<file path="src/rtl/seg_reloc_pkg.sv">
// Package for the segmented relocation unit.
// Holds the processor mode encoding that the decoder and the bench share.
package seg_reloc_pkg;
    typedef enum logic [1:0] {
        MODE_NORMAL  = 2'b00,
        MODE_MONITOR = 2'b01,
        MODE_USER    = 2'b10,
        MODE_SPARE   = 2'b11
    } cpu_mode_e;
endpackage

</file>
<file path="src/rtl/seg_reloc_mode_dec.sv">
// Mode decoder.
// Decides whether the current access is translated, and whether a load of
// a relocation entry is allowed this cycle.
// Assumes the spare mode code behaves like user mode, which keeps
// protection in force.
module seg_reloc_mode_dec
    import seg_reloc_pkg::*;
(
    input  logic [1:0] mode_i,
    input  logic       sign_i,
    output logic       map_o,
    output logic       ld_ok_o
);
    // Purpose: pick translation and load permission from the mode.
    always_comb begin
        map_o   = 1'b0;
        ld_ok_o = 1'b0;
        unique case (cpu_mode_e'(mode_i))
            MODE_NORMAL:  map_o = 1'b0;
            MODE_MONITOR: begin
                map_o   = sign_i;
                ld_ok_o = 1'b1;
            end
            MODE_USER:    map_o = 1'b1;
            MODE_SPARE:   map_o = 1'b1;
            default:      map_o = 1'b1;
        endcase
    end
endmodule

</file>
<file path="src/rtl/seg_reloc_regfile.sv">
// Relocation entry store.
// Holds one entry per segment: frame number, enable flag and read-only flag.
// Assumes the load gate (mode check) is applied by the caller through
// wr_ok_i. Reset is synchronous and active low; it clears every entry.
module seg_reloc_regfile #(
    parameter int NSEG       = 8,
    parameter int SEL_BITS   = 3,
    parameter int FRAME_BITS = 4
) (
    input  logic                             clk,
    input  logic                             rst_n,
    input  logic                             wr_ok_i,
    input  logic [SEL_BITS-1:0]              wr_sel_i,
    input  logic [FRAME_BITS-1:0]            wr_frame_i,
    input  logic                             wr_en_i,
    input  logic                             wr_ro_i,
    output logic [NSEG-1:0][FRAME_BITS-1:0]  frame_o,
    output logic [NSEG-1:0]                  en_o,
    output logic [NSEG-1:0]                  ro_o
);
    for (genvar s = 0; s < NSEG; s++) begin : g_entry
        logic hit;
        assign hit = wr_ok_i && (wr_sel_i == SEL_BITS'(s));

        // Purpose: hold or reload the entry of segment s.
        always_ff @(posedge clk) begin
            if (!rst_n) begin
                frame_o[s] <= '0;
                en_o[s]    <= 1'b0;
                ro_o[s]    <= 1'b0;
            end else if (hit) begin
                frame_o[s] <= wr_frame_i;
                en_o[s]    <= wr_en_i;
                ro_o[s]    <= wr_ro_i;
            end
        end
    end
endmodule

</file>
<file path="src/rtl/seg_reloc_xlate.sv">
// Combinational translator.
// Selects the entry for the segment field, builds the physical address,
// raises faults and gates the memory strobe.
// Assumes PHYS_AW >= LOG_AW, so an untranslated address fits by zero
// extension.
module seg_reloc_xlate #(
    parameter int LOG_AW     = 14,
    parameter int SEL_BITS   = 3,
    parameter int PHYS_AW    = 15,
    parameter int NSEG       = 8,
    parameter int OFF_BITS   = 11,
    parameter int FRAME_BITS = 4
) (
    input  logic                            map_i,
    input  logic                            req_i,
    input  logic                            wr_i,
    input  logic [LOG_AW-1:0]               laddr_i,
    input  logic [NSEG-1:0][FRAME_BITS-1:0] frame_i,
    input  logic [NSEG-1:0]                 en_i,
    input  logic [NSEG-1:0]                 ro_i,
    output logic [PHYS_AW-1:0]              paddr_o,
    output logic                            bypass_o,
    output logic                            stb_o,
    output logic                            f_dis_o,
    output logic                            f_ro_o
);
    logic [SEL_BITS-1:0] sel;
    logic [OFF_BITS-1:0] off;

    assign sel = laddr_i[LOG_AW-1 -: SEL_BITS];
    assign off = laddr_i[OFF_BITS-1:0];

    // Purpose: form the address and decide the fault and strobe outputs.
    always_comb begin
        bypass_o = !map_i;
        f_dis_o  = 1'b0;
        f_ro_o   = 1'b0;
        if (map_i) begin
            paddr_o = {frame_i[sel], off};
            f_dis_o = req_i && !en_i[sel];
            f_ro_o  = req_i && wr_i && en_i[sel] && ro_i[sel];
        end else begin
            paddr_o = PHYS_AW'(laddr_i);
        end
        stb_o = req_i && !f_dis_o && !f_ro_o;
    end
endmodule

</file>
<file path="src/rtl/seg_reloc_unit.sv">
// Segmented user address relocation unit (top).
// Eight relocation entries map the logical segments onto physical frames.
// The mode decoder, the entry store and the translator are wired here.
// Assumes loads and accesses may occur in the same cycle; the access then
// sees the entry as it was before the load.
module seg_reloc_unit #(
    parameter int LOG_AW   = 14,
    parameter int SEL_BITS = 3,
    parameter int PHYS_AW  = 15
) (
    input  logic                  clk,
    input  logic                  rst_n,
    input  logic [1:0]            mode_i,
    input  logic                  sign_i,
    input  logic                  req_i,
    input  logic                  wr_i,
    input  logic [LOG_AW-1:0]     laddr_i,
    input  logic                  ld_en_i,
    input  logic [SEL_BITS-1:0]   ld_sel_i,
    input  logic [PHYS_AW-LOG_AW+SEL_BITS-1:0] ld_frame_i,
    input  logic                  ld_enable_i,
    input  logic                  ld_ro_i,
    output logic [PHYS_AW-1:0]    paddr_o,
    output logic                  bypass_o,
    output logic                  mem_stb_o,
    output logic                  flt_disabled_o,
    output logic                  flt_ro_o
);
    localparam int NSEG       = 1 << SEL_BITS;
    localparam int OFF_BITS   = LOG_AW - SEL_BITS;
    localparam int FRAME_BITS = PHYS_AW - OFF_BITS;

    logic                            map_w;
    logic                            ld_ok_w;
    logic [NSEG-1:0][FRAME_BITS-1:0] frame_w;
    logic [NSEG-1:0]                 en_w;
    logic [NSEG-1:0]                 ro_w;

    seg_reloc_mode_dec u_dec (
        .mode_i  (mode_i),
        .sign_i  (sign_i),
        .map_o   (map_w),
        .ld_ok_o (ld_ok_w)
    );

    seg_reloc_regfile #(
        .NSEG(NSEG), .SEL_BITS(SEL_BITS), .FRAME_BITS(FRAME_BITS)
    ) u_regs (
        .clk        (clk),
        .rst_n      (rst_n),
        .wr_ok_i    (ld_en_i && ld_ok_w),
        .wr_sel_i   (ld_sel_i),
        .wr_frame_i (ld_frame_i),
        .wr_en_i    (ld_enable_i),
        .wr_ro_i    (ld_ro_i),
        .frame_o    (frame_w),
        .en_o       (en_w),
        .ro_o       (ro_w)
    );

    seg_reloc_xlate #(
        .LOG_AW(LOG_AW), .SEL_BITS(SEL_BITS), .PHYS_AW(PHYS_AW),
        .NSEG(NSEG), .OFF_BITS(OFF_BITS), .FRAME_BITS(FRAME_BITS)
    ) u_xl (
        .map_i    (map_w),
        .req_i    (req_i),
        .wr_i     (wr_i),
        .laddr_i  (laddr_i),
        .frame_i  (frame_w),
        .en_i     (en_w),
        .ro_i     (ro_w),
        .paddr_o  (paddr_o),
        .bypass_o (bypass_o),
        .stb_o    (mem_stb_o),
        .f_dis_o  (flt_disabled_o),
        .f_ro_o   (flt_ro_o)
    );
endmodule

</file>
<file path="config.mk">
export PLATFORM = sky130hd
export DESIGN_NAME = seg_reloc_unit
export DESIGN_NICKNAME = d
export VERILOG_FILES = /design/src/rtl/seg_reloc_pkg.sv /design/src/rtl/seg_reloc_mode_dec.sv /design/src/rtl/seg_reloc_regfile.sv /design/src/rtl/seg_reloc_xlate.sv /design/src/rtl/seg_reloc_unit.sv
export SDC_FILE = /design/constraint.sdc
export NUM_CORES = 1
export LEC_CHECK = 0
export BUFFER_PORTS_ARGS = -buffer_cell sky130_fd_sc_hd__buf_4
export CAP_MARGIN = 30
export CELL_PAD_IN_SITES_DETAIL_PLACEMENT = 1
export CELL_PAD_IN_SITES_GLOBAL_PLACEMENT = 1
export CORE_ASPECT_RATIO = 0.75
export CORE_MARGIN = 2
export CORE_UTILIZATION = 43
export CTS_BUF_LIST = sky130_fd_sc_hd__clkbuf_8
export CTS_CLUSTER_DIAMETER = 50
export CTS_CLUSTER_SIZE = 25
export DETAILED_ROUTE_END_ITERATION = 8
export GPL_TIMING_DRIVEN = 0
export PLACE_DENSITY = 0.83
export SLEW_MARGIN = 10
export SYNTH_ARGS = -nofsm -noshare
export SYNTH_HDL_FRONTEND = slang
export SYNTH_SLANG_ARGS = --single-unit
</file>
<file path="constraint.sdc">
create_clock -name clk -period 2 [get_ports clk]
set_input_delay 0.3 -clock clk [delete_from_list [all_inputs] [get_ports clk]]
set_output_delay 0.3 -clock clk [all_outputs]
set_load 0.02 [all_outputs]
</file>
==> results.toml <==
[cells_and_area]
final_common_cell = "o21ai_0"
final_cells = 397
nNetsFinal = 349
final_layout_size_suffix_gt1_share_pct = 22.9
area_growth_pct = 16.7
diodes = 0
final_cell_mix = "o21ai_0 (53), nand3_1 (48), dfxtp_1 (45)"

[global_route]
grt.overflow.total = 0
grt_max_degree = 16
grt_pass1_vias = 2339
antenna_found_initial = 0
grt_pass1_wl_mm = 12.7
grt_use_total_pct = 25.3

[timing]
fin_crit_sh_pct = 101
clock-skew-final_ns = 0
relSlewSlack_pct = 57.7
final_hold_viol_count = 0
fin_crit_ns = 2.02
setup_ws_ns = -0.0151
setup-violations-final = 1
timing.fmax_mhz = 496
worstMarginPinSlew_ns = 0.634
drv_slew = 0
rsz0062_at_grt = "yes"
setup_tns_ns = -0.0151

[route]
drc = 0
wl_per_cell_um = 20.7
dr_total_vias = 2380
wl_mm = 8.23
drtPass1Iterations = 4
first_iter_violations = 277
ant_nets = 0
avgViaCountPerCell = 5.99

[floorplan]
fp.dieArea_um2 = 6570
die-width_um = 92.9
die_h_um = 70.7
core_um2 = 5770
row_count = 24
pin_count = 50
initial_utilization_pct = 44.2

[placed_design]
dp_slack_ns = -0.0409
place.gp.congestion = 0.849
dp_hpwl_mm = 5.77
dpl.cell_count = 390
io_buffers = 31

[setup_path]
rr_startpoint = "u_regs.frame_o[31]$_SDFFE_PN0P_"
crit_path_end_kind = "output port"
r2r_slack_ns = 1.23
crit_type = "reg -> out"
timing.rr.end = "u_regs.frame_o[31]$_SDFFE_PN0P_"
cp-start-kind = "flop"
worstPathMaxFanout = 2
cp.required_ns = 1.70
reg2reg_depth = 2
critPathArrivalTime_ns = 1.72

[synth]
yosys_register_bits = 48
synth_warnings = 0
netlist-cell-type-count = 30
seq_area_frac_synth_pct = 37.7
yosys-top-cells-area = "dfxtp_1 (38%), a21boi_0 (11%), o21ai_0 (11%)"
syn_area_per_cell_um2 = 9.07
synthCells = 281
synth_top_area_share_pct = 37.7
netlist_area_um2 = 2550
synth_top_cell_by_area = "dfxtp_1"
synthesis.nets = 312

[status]
status = "finished, violations left"
failed_checks = "setup timing"

[min_path]
whs_endpoint = "u_regs.frame_o[3]$_SDFFE_PN0P_"
hold_start = "ld_sel_i[0]"
hp-class = "in -> reg"
hold_path_depth = 4

[power]
cellLeakagePower_nw = 1.04
power_mw = 1.88
ir_worst_vdd_v = 0.000332
powerDensity_nw_per_um2 = 630

[clock_tree]
clk_pin_slew_ns = 0.09
clk_latency_ns = 0.31
clock-root-buffer = "clkbuf_8"
htreeDepth = 2
clockBufferDepth = 2
cts_tree = "done"
postCtsSetupBuffers = 0
cts.sinks = 48
cts_buffers = 5

[flow_run]
cap_violations = 0
Yosys cell counts, drive strengths merged:
| cell | number |
|---|---|
| o21ai | 54 |
| a21boi | 48 |
| dfxtp | 48 |
| nand3 | 48 |
| buf | 23 |
| clkbuf | 20 |
| mux4 | 12 |
| nand2 | 5 |
| nor2b | 3 |
| and2 | 2 |
| inv | 2 |
| mux2i | 2 |
| nand2b | 2 |
| nor2 | 2 |
| a21o | 1 |
| a22o | 1 |
| and3 | 1 |
| and4b | 1 |
| nand4b | 1 |
| nand4bb | 1 |
| nor4b | 1 |
| nor4bb | 1 |
| o31ai | 1 |
| or2 | 1 |
cell families (layout without fill, tap and decap cells):
| logic type | Yosys count | in the layout | share of synthesized area (%) |
|---|---|---|---|
| and+or+nand+nor | 69 | 69 | 14.8 |
| DFF | 48 | 48 | 37.7 |
| buffers and inverters | 45 | 83 | 9.03 |
| AOI/OAI and AO/OA | 105 | 105 | 25.9 |
| muxes | 14 | 14 | 12.6 |
repair_timing:
action                                  CTS  global route
hold buffers                              0             0
endpoints found under the setup margin    3             5
pin swaps                                 1             2
gates resized for setup                   3             4
worst max-delay path, cell delays in order (launching register included):
cell     delay (ns)
dfxtp_2        0.36
mux4_2         0.45
a22o_1         0.27
o31ai_2        0.17
buf_4          0.17
final cells by class:
cell class / count / area, um2
Buffer: 42 / 221
Clock buffer: 6 / 82.6
Clock inverter: 2 / 15.0
Fill cell: 680 / 2790
Inverter: 2 / 7.51
Multi-Input combinational cell: 188 / 1360
Sequential cell: 48 / 965
Tap cell: 78 / 97.6
Timing Repair Buffer: 31 / 233
per-stage QoR:
stage	area (um2)	hold WS [ns]	utilization, %
2_1_floorplan	2550	0.448	-
3_3_place_gp	2880	0.459	50.0
3_5_place_dp	2880	0.469	50.0
4_1_cts	2980	0.379	51.6
5_1_grt	2980	0.403	51.6
6_report	2980	0.383	51.6
sequential cells by signal, indices dropped and copies added (netlist names):
signal / count
u_regs.frame_o: 32
u_regs.ro_o: 8
u_regs.en_o: 8
per-layer routing:
metal / part of all wire (%) / global-route usage (%)
met1: 47 / 38.1
met2: 45 / 38.3
met3: 7.7 / 4.69
met4: 0.61 / 5.07
met5: 0 / 0
report_power, final:
group	switching, mW	internal, mW
combinational	0.166	0.108
clock	0.355	0.281
sequential	0.00358	0.962
how the worst max path moves through the flow:
stage,slack (ns),to,cells after the start,startpoint
global placement,0.0004,paddr_o[11],6,laddr_i[12]
CTS,-0.02,mem_stb_o,4,u_regs.ro_o[0]$_SDFFE_PN0P_
floorplan,0.20,mem_stb_o,4,laddr_i[13]
detailed placement,-0.04,paddr_o[11],6,laddr_i[12]
global route,-0.05,mem_stb_o,4,u_regs.ro_o[0]$_SDFFE_PN0P_
finish,-0.02,mem_stb_o,4,u_regs.ro_o[0]$_SDFFE_PN0P_
No activity file was read; power rests on OpenSTA's default activity.
